===== src/rtl/ptw_pkg.sv =====
// ptw_pkg: shared widths, entry bit positions and encodings of the page
// table walker. Assumes a 48-bit address space and 64-bit table entries.
package ptw_pkg;
    localparam int VA_W       = 48;
    localparam int PA_W       = 48;
    localparam int ENT_W      = 64;
    localparam int PAGE_SHIFT = 12;
    localparam int IDX_W      = 9;
    localparam int LEVELS     = 4;
    localparam int LSZ_W      = 6;
    localparam int FRAG_W     = 5;
    localparam int PPN_W      = PA_W - PAGE_SHIFT;

    // entry field positions
    localparam int B_VALID    = 0;
    localparam int B_CACHE    = 2;
    localparam int B_NOEXEC   = 4;
    localparam int B_FRAG_LO  = 7;
    localparam int B_LEAF     = 54;
    localparam int B_BFS_LO   = 59;

    typedef enum logic [1:0] {
        ACC_READ  = 2'd0,
        ACC_WRITE = 2'd1,
        ACC_EXEC  = 2'd2
    } acc_t;

    typedef enum logic [1:0] {
        FC_LOAD  = 2'd0,
        FC_STORE = 2'd1,
        FC_INSTR = 2'd2
    } fcode_t;

    typedef enum logic [2:0] {
        ST_IDLE,
        ST_SEND,
        ST_HOLD,
        ST_WAIT,
        ST_DONE
    } walk_st_t;
endpackage


===== src/rtl/ptw_addr_gen.sv =====
// ptw_addr_gen: forms the byte address of one table entry from a table
// pointer word (low 6 bits ignored) and a 9-bit index of 8-byte entries.
// Assumes the result wraps to the physical address width.
module ptw_addr_gen
    import ptw_pkg::*;
#(
    parameter int AW = PA_W,
    parameter int IW = IDX_W
) (
    input  logic [ENT_W-1:0] tbl_word,
    input  logic [IW-1:0]    idx,
    output logic [AW-1:0]    rd_addr
);
    localparam int ALIGN_SH = 6;
    localparam int ENT_SH   = 3;

    // pointer in entry units plus index, scaled back to bytes
    always_comb begin
        rd_addr = AW'((((tbl_word >> ALIGN_SH) << ENT_SH) + ENT_W'(idx)) << ENT_SH);
    end
endmodule


===== src/rtl/ptw_entry_eval.sv =====
// ptw_entry_eval: classifies a fetched entry at a given level as leaf,
// fault or unsupported, and derives the log2 page size of a leaf.
// Assumes level 0 is the top of the table and LEVELS-1 the last level.
module ptw_entry_eval
    import ptw_pkg::*;
#(
    parameter bit NX_EN = 1'b1
) (
    input  logic              f_valid,
    input  logic              f_noexec,
    input  logic              f_leaf,
    input  logic [FRAG_W-1:0] f_frag,
    input  logic [4:0]        f_bfs,
    input  logic [1:0]        lvl,
    input  logic [1:0]        acc,
    output logic              is_leaf,
    output logic              is_fault,
    output logic              is_unsup,
    output logic [LSZ_W-1:0]  log_size
);
    localparam int LAST    = LEVELS - 1;
    localparam int MAX_LSZ = PAGE_SHIFT + IDX_W * LAST;

    logic [LSZ_W-1:0] cap;
    logic [LSZ_W-1:0] frag_x;

    // per-level clamp on the fragment
    always_comb begin
        cap    = LSZ_W'(IDX_W * (LAST - int'(lvl)));
        frag_x = LSZ_W'(f_frag);
    end

    // leaf, fault and size decisions
    always_comb begin
        is_leaf  = (int'(lvl) == LAST) || f_leaf;
        is_fault = !f_valid || (NX_EN && f_noexec && (acc == ACC_EXEC));
        is_unsup = |f_bfs;
        if (int'(lvl) == LAST)
            log_size = LSZ_W'(PAGE_SHIFT);
        else
            log_size = LSZ_W'(PAGE_SHIFT) + ((frag_x < cap) ? frag_x : cap);
    end

    // no leaf can exceed the top-level size cap
    always_comb begin
        a_r5_size_cap: assert (int'(log_size) <= MAX_LSZ);
    end
endmodule


===== src/rtl/ptw_result.sv =====
// ptw_result: builds the physical address and page-aligned virtual base
// of a leaf from its frame number, the virtual address and the page size.
// Assumes log_size never exceeds the virtual address width.
module ptw_result
    import ptw_pkg::*;
(
    input  logic [PPN_W-1:0] ppn,
    input  logic [VA_W-1:0]  vaddr,
    input  logic [LSZ_W-1:0] log_size,
    output logic [PA_W-1:0]  paddr,
    output logic [VA_W-1:0]  vbase
);
    logic [VA_W-1:0] low_mask;

    // offset mask, then combine frame and offset
    always_comb begin
        low_mask = (VA_W'(1) << log_size) - VA_W'(1);
        paddr    = {ppn, {PAGE_SHIFT{1'b0}}} + (vaddr & low_mask);
        vbase    = vaddr & ~low_mask;
    end
endmodule


===== src/rtl/gpu_pt_walker.sv =====
// gpu_pt_walker: sequences a single four-level table walk, one entry read
// at a time, with park-and-retry on a refused read. Assumes the memory side
// answers every accepted read with exactly one response.
module gpu_pt_walker
    import ptw_pkg::*;
#(
    parameter bit NX_ENFORCE = 1'b1
) (
    input  logic              clk,
    input  logic              rst_n,
    input  logic              req_valid,
    output logic              req_ready,
    input  logic [VA_W-1:0]   req_base,
    input  logic [VA_W-1:0]   req_vaddr,
    input  logic [1:0]        req_mode,
    output logic              mem_req_valid,
    input  logic              mem_req_ready,
    output logic [PA_W-1:0]   mem_req_addr,
    output logic              mem_req_uncached,
    input  logic              mem_retry,
    input  logic              mem_rsp_valid,
    input  logic [ENT_W-1:0]  mem_rsp_data,
    output logic              done,
    output logic [PA_W-1:0]   res_paddr,
    output logic [VA_W-1:0]   res_vbase,
    output logic [LSZ_W-1:0]  res_log_size,
    output logic [ENT_W-1:0]  res_entry,
    output logic              res_fault,
    output logic [1:0]        res_fault_code,
    output logic              res_present,
    output logic              res_error
);
    walk_st_t         st_q;
    logic [1:0]       lvl_q;
    logic [VA_W-1:0]  va_q;
    logic [1:0]       acc_q;
    logic [PA_W-1:0]  addr_q;
    logic             unc_q;

    logic [1:0]       nxt_lvl;
    logic [ENT_W-1:0] gen_word;
    logic [IDX_W-1:0] gen_idx;
    logic [PA_W-1:0]  gen_addr;
    logic             ev_leaf, ev_fault, ev_unsup;
    logic [LSZ_W-1:0] ev_lsz;
    logic [PA_W-1:0]  leaf_pa;
    logic [VA_W-1:0]  leaf_vb;
    fcode_t           fcode;

    // table pointer and index for the next read
    always_comb begin
        nxt_lvl = lvl_q + 2'd1;
        if (st_q == ST_IDLE) begin
            gen_word = ENT_W'(req_base);
            gen_idx  = req_vaddr[VA_W-1 -: IDX_W];
        end else begin
            gen_word = mem_rsp_data;
            gen_idx  = va_q[PAGE_SHIFT + IDX_W * (LEVELS - 1 - int'(nxt_lvl)) +: IDX_W];
        end
    end

    ptw_addr_gen u_addr (
        .tbl_word (gen_word),
        .idx      (gen_idx),
        .rd_addr  (gen_addr)
    );

    ptw_entry_eval #(.NX_EN(NX_ENFORCE)) u_eval (
        .f_valid  (mem_rsp_data[B_VALID]),
        .f_noexec (mem_rsp_data[B_NOEXEC]),
        .f_leaf   (mem_rsp_data[B_LEAF]),
        .f_frag   (mem_rsp_data[B_FRAG_LO +: FRAG_W]),
        .f_bfs    (mem_rsp_data[B_BFS_LO +: 5]),
        .lvl      (lvl_q),
        .acc      (acc_q),
        .is_leaf  (ev_leaf),
        .is_fault (ev_fault),
        .is_unsup (ev_unsup),
        .log_size (ev_lsz)
    );

    ptw_result u_res (
        .ppn      (mem_rsp_data[PAGE_SHIFT +: PPN_W]),
        .vaddr    (va_q),
        .log_size (ev_lsz),
        .paddr    (leaf_pa),
        .vbase    (leaf_vb)
    );

    // fault code from the access kind
    always_comb begin
        case (acc_q)
            ACC_WRITE: fcode = FC_STORE;
            ACC_EXEC:  fcode = FC_INSTR;
            default:   fcode = FC_LOAD;
        endcase
    end

    // walk sequencer and result registers
    always_ff @(posedge clk) begin
        if (!rst_n) begin
            st_q           <= ST_IDLE;
            lvl_q          <= '0;
            va_q           <= '0;
            acc_q          <= '0;
            addr_q         <= '0;
            unc_q          <= 1'b0;
            res_paddr      <= '0;
            res_vbase      <= '0;
            res_log_size   <= '0;
            res_entry      <= '0;
            res_fault      <= 1'b0;
            res_fault_code <= '0;
            res_present    <= 1'b0;
            res_error      <= 1'b0;
        end else begin
            case (st_q)
                ST_IDLE: if (req_valid) begin
                    va_q   <= req_vaddr;
                    acc_q  <= req_mode;
                    lvl_q  <= '0;
                    addr_q <= gen_addr;
                    unc_q  <= 1'b0;
                    st_q   <= ST_SEND;
                end
                ST_SEND: st_q <= mem_req_ready ? ST_WAIT : ST_HOLD;
                ST_HOLD: if (mem_retry) st_q <= ST_SEND;
                ST_WAIT: if (mem_rsp_valid) begin
                    if (ev_unsup || ev_fault || ev_leaf) begin
                        res_entry      <= mem_rsp_data;
                        res_paddr      <= leaf_pa;
                        res_vbase      <= leaf_vb;
                        res_log_size   <= ev_lsz;
                        res_error      <= ev_unsup;
                        res_fault      <= !ev_unsup && ev_fault;
                        res_fault_code <= fcode;
                        res_present    <= mem_rsp_data[B_VALID];
                        st_q           <= ST_DONE;
                    end else begin
                        addr_q <= gen_addr;
                        unc_q  <= !mem_rsp_data[B_CACHE];
                        lvl_q  <= nxt_lvl;
                        st_q   <= ST_SEND;
                    end
                end
                ST_DONE: st_q <= ST_IDLE;
                default: st_q <= ST_IDLE;
            endcase
        end
    end

    // port views of the sequencer state
    always_comb begin
        req_ready        = (st_q == ST_IDLE);
        mem_req_valid    = (st_q == ST_SEND);
        mem_req_addr     = addr_q;
        mem_req_uncached = unc_q;
        done             = (st_q == ST_DONE);
    end

    // a refused read is withdrawn and its address kept
    a_r11_park_refused: assert property (@(posedge clk) disable iff (!rst_n)
        mem_req_valid && !mem_req_ready |=> !mem_req_valid && $stable(mem_req_addr));

    // no new read right after one is accepted
    a_r3_single_outstanding: assert property (@(posedge clk) disable iff (!rst_n)
        mem_req_valid && mem_req_ready |=> !mem_req_valid);

    // done is a single-cycle pulse followed by idle
    a_r12_done_pulse: assert property (@(posedge clk) disable iff (!rst_n)
        done |=> !done && req_ready);

    // an idle walker issues nothing
    a_r1_idle_quiet: assert property (@(posedge clk) disable iff (!rst_n)
        req_ready |-> !mem_req_valid && !done);

    // successful last-level walks return the base page size
    a_r6_last_level_size: assert property (@(posedge clk) disable iff (!rst_n)
        done && !res_fault && !res_error && lvl_q == 2'd3 |-> res_log_size == LSZ_W'(PAGE_SHIFT));

    // error and fault are never reported together
    a_r10_error_excl: assert property (@(posedge clk) disable iff (!rst_n)
        done |-> !(res_fault && res_error));
endmodule


===== config.mk =====
export PLATFORM = sky130hd
export DESIGN_NAME = gpu_pt_walker
export DESIGN_NICKNAME = d
export VERILOG_FILES = /design/src/rtl/ptw_pkg.sv /design/src/rtl/ptw_addr_gen.sv /design/src/rtl/ptw_entry_eval.sv /design/src/rtl/ptw_result.sv /design/src/rtl/gpu_pt_walker.sv
export SDC_FILE = /design/constraint.sdc
export NUM_CORES = 1
export LEC_CHECK = 0
export BUFFER_PORTS_ARGS = -buffer_cell sky130_fd_sc_hd__buf_2
export CAP_MARGIN = 20
export CORE_UTILIZATION = 40
export CTS_BUF_LIST = sky130_fd_sc_hd__clkbuf_8 sky130_fd_sc_hd__clkbuf_16
export CTS_CLUSTER_SIZE = 20
export DETAILED_ROUTE_END_ITERATION = 8
export PLACE_DENSITY_LB_ADDON = 0.25
export SLEW_MARGIN = 30
export SYNTH_ARGS = -nofsm -noshare
export SYNTH_HDL_FRONTEND = slang
export SYNTH_SLANG_ARGS = --single-unit

===== constraint.sdc =====
create_clock -name clk -period 8 [get_ports clk]
set_input_delay 2 -clock clk [delete_from_list [all_inputs] [get_ports clk]]
set_output_delay 2 -clock clk [all_outputs]
set_load 0.05 [all_outputs]

==> run_results.csv <==
group,metric,value,unit
worst_setup_path,crit_path_end_kind,"flip-flop",
finish,regArea,0.00543,sq mm
finish,nets,2669,
logic_synthesis,syn_avg_cell_area,7.58,sq um
logic_synthesis,async_flop_share,0,
routing,drc,0,
global_route,grt_pass1_wl,89400,microns
global_route,grt_pass1_vias,15300,
clocking,postCtsSetupBuffers,0,
timing,fmax,132,MHz
global_route,use_met1,0.395,
place,place_inst,2928,
clocking,clk_pin_slew,0.06,ns
logic_synthesis,syn_inst,2022,
global_route,use_met2,0.461,
timing,fin_skew,0.0182,ns
timing,fin_crit,7.56,ns
finish,final-instance-count-excl-fill,2985,
logic_synthesis,synth_warnings,0,
timing,maxSlewHeadroom,0.452,
routing,wl,59800,microns
floorplanning,io_pins,391,
worst_setup_path,cp.arrival,7.99,ns
logic_synthesis,syn_area,0.0153,sq mm
worst_setup_path,slowest_delay,0.59,ns
logic_synthesis,ys_seq_area_frac,0.354,
routing,vias,16600,
global_route,grt_use_total,0.296,
routing,vias_per_cell,5.55,
finish,syn_to_final_growth,27.7,%
finish,final_cell_mix,"476 x nand2_1, 381 x buf_2, 271 x dfxtp_1, 262 x a21oi_1, 149 x buf_4",
floorplanning,die_area,0.0391,sq mm
timing,rsz0062_at_grt,"false",
place,gp_congestion,0.994,
power,leakagePower,8.52,nW
clocking,clk_latency,0.59,ns
place,port_buffers,381,
global_route,met3_usage,0.0669,
global_route,busiest_layer,"met2",
routing,drt-wirelength-per-cell,20.0,microns
logic_synthesis,synth-edff-count,0,
worst_setup_path,crit_slowest_cell,"or4_1",
worst_setup_path,crit_type,"primary input to flip-flop",
timing,worst_pin_slew,0.821,ns
floorplanning,coreArea,0.0377,sq mm
power,irDropWorstVdd,0.160,mV
timing,setup_violations,0,
status,status,"completed",
logic_synthesis,dominantRegCellSynth,"dfxtp_1",
timing,whs,0.448,ns
worst_hold_path,hold_path_class,"flip-flop to flip-flop",
global_route,grt-ovfl-total,0,
routing,first_iter_violations,1185,
worst_setup_path,worstSetupStartpointType,"primary input",
global_route,grt_max_degree,150,
clocking,cts_root_buf,"clkbuf_16",
worst_setup_path,crit_top_cell,"buf_4",
finish,n_fill_cell,3774,
logic_synthesis,ys_seq_elements,271,
clocking,clockBufferDepth,3,
logic_synthesis,synth_cell_types,93,
finish,layout_commonest_cell,"nand2_1",
timing,finalCritPeriodShare,0.945,
routing,first_pass_iters,5,
clocking,cts_max_level,1,
job,cap_violations,0,
worst_setup_path,crit_required,8.43,ns
timing,drv_slew,0,
timing,hold_violations,0,
floorplanning,rows,71,
floorplanning,die-height,198,microns
finish,multi_input_area,0.00929,sq mm
power,p_per_area,200,mW/mm^2
worst_setup_path,crit_fanout,4,
floorplanning,initial_utilization,0.407,
clocking,cts_tree,"yes",
clocking,cts.sinks,271,
clocking,cts_buffers,31,
floorplanning,dieWidth,198,microns
finish,final_layout_size_suffix_gt1_frac,0.256,
routing,postRouteAntennaNets,0,
place,dpl.hpwl,45100,microns
global_route,antenna_found_initial,5,
==> cells by family after synthesis <==
kind of cell,share of synthesized area
AOI/OAI and AO/OA,0.217
xor gates and xnor gates,0.0314
adders and majority gates,0.0426
buffers and inverters,0.0451
DFF,0.354
muxes,0.0405
other,0.000245
and+or+nand+nor,0.269
==> area by class of cell <==
class / instances / share of cell area
clock inverter: 18 / 0.00870
tap: 511 / 0.0327
multi-input combinational: 1585 / 0.475
timing repair buffer: 532 / 0.157
antenna: 2 / 0.000256
clock buffer: 37 / 0.0439
inverter: 29 / 0.00607
sequential: 271 / 0.277
==> flip-flops by register name, summed over array words and instances, names as in the netlist <==
name	cells
res_entry	64
res_paddr	48
res_vbase	48
va_q	48
mem_req_addr	45
res_log_size	6
st_q	3
acc_q	2
lvl_q	2
res_fault_code	2
mem_req_uncached	1
res_error	1
res_fault	1
==> power by group <==
part | switching, mW | internal [mW]
combinational | 0.646 | 0.369
clock | 0.596 | 0.853
sequential | 0.0413 | 1.40
total | 1.28 | 2.62
==> through the flow <==
stage	power [mW]	cell area, sq um	worst slack, ns	util	TNS [ns]
detailed placement	2.47	18500	-0.246	0.492	-0.420
floorplan	2.09	15300	0.0843	-	0
global route	4.07	19600	0.0230	0.519	0
global placement	2.46	18500	-0.193	0.491	-0.290
CTS	3.92	19500	0.326	0.519	0
finish	3.91	19600	0.442	0.520	0
==> critical path, delay by kind of cell <==
family,cells,cell delay [ns]
buf+inv,7,1.08
simple gates,5,1.06
compound gates,13,2.90
xor+xnor,1,0.24
fa+ha+maj,3,0.69
==> cells in the mapped netlist (6+ instances only) <==
master / instances / share of area
mux2i_1: 35 / 0.023
nor2_1: 105 / 0.026
xor2_1: 19 / 0.011
xnor2_1: 36 / 0.021
nor3_1: 36 / 0.012
a31oi_1: 18 / 0.0073
a211oi_1: 23 / 0.011
nor2b_1: 20 / 0.0082
mux4_2: 10 / 0.015
a211o_1: 6 / 0.0034
nand3_1: 104 / 0.034
nand4_1: 16 / 0.0065
o21bai_1: 7 / 0.0034
or4_1: 10 / 0.0049
o21ai_0: 62 / 0.020
nor3b_1: 9 / 0.0044
a21boi_0: 8 / 0.0039
buf_2: 6 / 0.0020
o21a_1: 18 / 0.0088
ha_1: 49 / 0.040
dfxtp_1: 271 / 0.35
nand3b_1: 14 / 0.0069
a21oi_1: 263 / 0.086
buf_1: 9 / 0.0022
nor4_1: 10 / 0.0041
nand2_1: 477 / 0.12
o31ai_1: 15 / 0.0073
inv_1: 28 / 0.0069
nand2b_1: 6 / 0.0024
or3_1: 18 / 0.0073
o211ai_1: 14 / 0.0069
and2_1: 27 / 0.011
and3_1: 24 / 0.0098
a21o_1: 16 / 0.0078
clkbuf_1: 115 / 0.028
==> metal layers <==
layer	share of wire	wire (microns)
met1	0.43	25500
met2	0.45	26700
met3	0.091	5440
met4	0.036	2150
met5	0.00097	58
==> final timing paths <==
path	from	endpoint	slack, ns	depth (start not counted)
max	mem_rsp_data[11]	res_paddr[37]$_SDFFE_PN0P_	0.44	29
min	mem_req_addr[19]$_SDFFE_PN0P_	mem_req_addr[19]$_SDFFE_PN0P_	0.45	2
max reg2reg	lvl_q[1]$_SDFFE_PN0P_	res_paddr[37]$_SDFFE_PN0P_	1.35	30
min reg2reg	mem_req_addr[19]$_SDFFE_PN0P_	mem_req_addr[19]$_SDFFE_PN0P_	0.45	2
==> timing repair <==
action,CTS,global route
hold buffers,0,0
endpoints found under the setup margin,0,2
resized for setup,0,3
Power figures use the tool's default switching activity.
